==> src/rtl/sup_reset_seq.sv <==
module sup_reset_seq #(
  parameter int HOLD_TICKS = 100,
  parameter int DEB_TICKS  = 20
) (
  input  logic clk,
  input  logic arst_n,
  input  logic tick,
  input  logic supply_ok,
  input  logic pb_n,
  input  logic wdt_expire,
  input  logic cmos_mode,
  input  logic batt_dom,
  input  logic early_low,
  output logic rst_out,
  output logic rst_out_n,
  output logic rst_busy
);
  localparam int HW = $clog2(HOLD_TICKS + 1);
  localparam int DW = $clog2(DEB_TICKS + 1);

  logic [1:0]    pb_sync;
  logic          pb_level;
  logic [DW-1:0] deb_cnt;
  logic          pb_held;
  logic          sup_prev;
  logic [HW-1:0] hold_cnt;

  always_ff @(posedge clk or negedge arst_n)
    if (!arst_n) pb_sync <= 2'b11;
    else         pb_sync <= {pb_sync[0], pb_n};

  always_ff @(posedge clk or negedge arst_n) begin
    if (!arst_n) begin
      pb_level <= 1'b1;
      deb_cnt  <= '0;
    end else if (pb_sync[1] == pb_level) begin
      deb_cnt <= '0;
    end else if (tick) begin
      if (deb_cnt == DW'(DEB_TICKS - 1)) begin
        pb_level <= pb_sync[1];
        deb_cnt  <= '0;
      end else begin
        deb_cnt <= deb_cnt + 1'b1;
      end
    end
  end

  logic pb_allowed, pb_press, pb_release, sup_rise, nmos_low, reload;
  assign pb_allowed = !batt_dom && !(cmos_mode && early_low);
  assign pb_press   = !pb_level && pb_allowed;
  assign pb_release = pb_held && !pb_press;
  assign sup_rise   = supply_ok && !sup_prev;
  assign nmos_low   = !cmos_mode && !supply_ok;
  assign reload     = nmos_low || sup_rise || wdt_expire || pb_press || pb_release;

  always_ff @(posedge clk or negedge arst_n) begin
    if (!arst_n) begin
      pb_held  <= 1'b0;
      sup_prev <= 1'b0;
      hold_cnt <= HW'(HOLD_TICKS);
    end else begin
      pb_held  <= pb_press;
      sup_prev <= supply_ok;
      if (reload)
        hold_cnt <= HW'(HOLD_TICKS);
      else if (tick && hold_cnt != '0)
        hold_cnt <= hold_cnt - 1'b1;
    end
  end

  assign rst_out   = (hold_cnt != '0);
  assign rst_out_n = !rst_out;
  assign rst_busy  = rst_out;
endmodule

==> config.mk <==
export PLATFORM = sky130hd
export DESIGN_NAME = sup_reset_seq
export DESIGN_NICKNAME = d
export VERILOG_FILES = /design/src/rtl/sup_reset_seq.sv
export SDC_FILE = /design/constraint.sdc
export NUM_CORES = 1
export LEC_CHECK = 0
export CORE_MARGIN = 3
export CORE_UTILIZATION = 23
export CTS_CLUSTER_SIZE = 10
export DETAILED_ROUTE_END_ITERATION = 8
export DONT_BUFFER_PORTS = 1
export PLACE_DENSITY = 0.36
export SYNTH_ARGS = -nofsm -noshare
export SYNTH_HDL_FRONTEND = slang
export SYNTH_SLANG_ARGS = --single-unit
export TNS_END_PERCENT = 1
==> constraint.sdc <==
create_clock -name clk -period 1.35 [get_ports clk]
set_input_delay 0.27 -clock clk [delete_from_list [all_inputs] [get_ports clk]]
set_output_delay 0.27 -clock clk [all_outputs]
set_load 0.05 [all_outputs]
==> impl_metrics.yaml <==
finish:
  drive_above_1_share_pct: 48.2
  syn_to_final_growth_pct: 42.2
  final_cell_mix: "20 x buf_4, 11 x dfrtp_1, 7 x nand2_1, 6 x dfstp_2"
  final_common_cell: "buf_4"
  multi_input_comb_area_sq_um: 489
  fillers: 387
  final_core_util_pct: 34.2
  num-nets-final: 123
  regArea_sq_um: 433
  diodes: 0
setup_path:
  path_buf_inv: 3
  start_kind: "flop"
  worstPathMaxFanout: 2
  worst_path_max_delay_cell: "dfrtp_1"
  arrival_ps: 1340
  critical-path-max-stage-delay_ps: 390
  path_cells: "inv_2 -> ha_4 -> nor2b_4 -> nand2_4 -> clkinvlp_4 -> buf_12"
  crit_path_end_kind: "output port"
  crit_family: "flip-flops"
  critPathRequiredTime_ps: 1080
  path_class: "reg2out"
global_route:
  first_global_vias: 736
  track_usage_pct: 9.75
  overflow: 0
  grt_pass1_wl_um: 3350
  antenna_found_initial: 0
  grt_max_degree: 18
synthesis:
  synthArstFlopShare_pct: 100
  synth-edff-count: 0
  synth_fp_nets: 94
  synth.area.top_cells: "dfrtp_1 31%, dfstp_2 18%, ha_1 4.2%, a211o_1 3.9%, nand2_1 3.4%"
  yosysWarnings: 0
  syn-cell-area_sq_um: 893
  ys_ff_latch: 17
  syn_area_per_cell_sq_um: 10.9
  ys_types: 35
  synth_ff_type: "dfrtp_1"
  synth_top_cell_area_share_pct: 30.8
  synth_cells: 82
  synth_largest_area_cell: "dfrtp_1"
  yosysSeqAreaShare_pct: 48.5
detailed_routing:
  drc_errors: 0
  antenna_left: 0
  wl_met3_um: 58
  routedWlPerCell_um: 12.7
  drtIter0Drc: 4
  wirelength_met1_um: 954
  routed_wl_um: 2000
  dr_wl_met2_um: 962
  vias: 682
  firstDrtPassIters: 2
  avgViaCountPerCell: 4.32
  highest_layer: "met4"
pwr:
  intPower_mw: 0.787
  combPwrFrac_pct: 9.5
  ir_worst_vdd_v: 0.000548
  power.switching_mw: 0.227
  pwr_density_cell_nw_per_um2: 798
  seqPwrFrac_pct: 52.8
  netSwitchingFraction_pct: 22.4
  clockPowerShare_pct: 37.6
  power_leakage_nw: 0.540
clocking:
  cts_max_level: 1
  cts_tree: "yes"
  clock_path_buffers: 2
  clkLatencyLatePin_ps: 250
  cts-buffers-inserted: 3
  cts_root_buf: "clkbuf_8"
  path_clk_slew_ps: 70
  cts_num_sinks: 17
sta:
  slew_headroom_pct: 44.7
  setup_viol: 10
  rsz0062_at_grt: "true"
  finalMaxSlewViolations: 0
  hold_violations: 0
  skew_ps: 0.627
  tightest_slew_ps: 827
  fin_crit_sh_pct: 119
  max_freq_ghz: 0.621
  fin_crit_ps: 1610
  worst_slack_ps: -261
  tns_ps: -1280
run_status:
  violations: "negative setup slack"
  outcome: "finished with violations"
place:
  hpwl_um: 1360
  pre_cts_ws_ps: -116
  port_buffers: 0
  gp_congestion: 0.706
floorplan:
  rows: 22
  start_util_pct: 24.0
  die_x_um: 68.3
  die_h_um: 68.3
  design.core.area_sq_um: 3720
  io_pins: 12
  die_area_sq_um: 4670
hold_path:
  min_path_type: "in2reg"
flow_run:
  cap_viol_max_count: 0
## Yosys cell counts, drive strengths merged (2+ instances only)
cell type  instances
nand4              3
inv                4
o21ai              3
a211o              5
dfrtp             11
nor2b              3
buf                2
dfstp              6
mux2               2
mux2i              2
and4b              2
nor2               4
ha                 3
nand2              8
a21oi              5
nand3              3
## kinds of logic after synthesis
logic type      synth area share, %
simple gates                   24.7
buf+inv                        3.08
xor+xnor                       1.96
compound gates                 12.9
flops                          48.5
mux                            4.76
fa+ha+maj                      4.20
## power by group through the flow
stage | registers, mW | clock network, mW | logic, mW
2_1_floorplan | 0.544 | 0 | 0.0477
3_3_place_gp | 0.545 | 0 | 0.0743
3_5_place_dp | 0.545 | 0 | 0.0731
4_1_cts | 0.536 | 0.409 | 0.0952
5_1_grt | 0.537 | 0.424 | 0.108
6_report | 0.536 | 0.381 | 0.0968
## sequential cells by signal, summed over array words and instances (netlist names)
name,cells
deb_cnt,5
hold_cnt,7
pb_held,1
pb_level,1
pb_sync,2
sup_prev,1
## timing repair
item | in CTS | in global routing
endpoints found under the setup margin | 12 | 13
hold buffers | 1 | 1
hold endpoints to repair | 17 | 1
buffers inserted | 7 | 1
pin swaps | 4 | 4
gates resized for setup | 9 | 3
## per-stage QoR
stage          hold slack (ps)  power (mW)  instance area, sq um  std cells
2_1_floorplan            -25.6       0.592                   915         82
3_3_place_gp             -24.7       0.619                  1090        144
3_5_place_dp             -24.6       0.618                  1090        144
4_1_cts                   1.42        1.04                  1240        156
5_1_grt                   30.8        1.07                  1270        158
6_report                  46.2        1.01                  1270        158
## per-layer routing
metal  vias to the layer above  global-route usage, %
met5                         -                      0
met4                         0                   4.47
met3                         2                   1.97
met2                         7                   15.5
met1                       315                   12.6
li1                        358                      -
## layout make-up
type	count	area share, %
clock buffer	4	3.55
timing repair buffer	26	17.6
tap	48	4.73
sequential	17	34.1
inverter	4	1.48
multi-input combinational	59	38.5
## worst reg2reg max path, stage by stage (launching register included)
cell,delay (ps)
dfrtp_1,390
inv_2,80
buf_4,110
ha_1,160
nand4bb_1,170
or4_1,440
nand3_1,110
## path summary, 6_finish.rpt
kind | from | to | slack [ps] | cells after the start
min | supply_ok | sup_prev$_DFF_PN0_ | 50 | 0
max reg2reg | hold_cnt[0]$_DFFE_PN0P_ | hold_cnt[6]$_DFFE_PN1P_ | -180 | 6
max | hold_cnt[1]$_DFFE_PN0P_ | rst_out_n | -260 | 6
min in group asynchronous | arst_n | deb_cnt[4]$_DFFE_PN0P_ | 560 | 1
max in group asynchronous | arst_n | sup_prev$_DFF_PN0_ | 280 | 1
min reg2reg | pb_sync[0]$_DFF_PN1_ | pb_sync[1]$_DFF_PN1_ | 360 | 0
(Power assumes the default switching activity.)
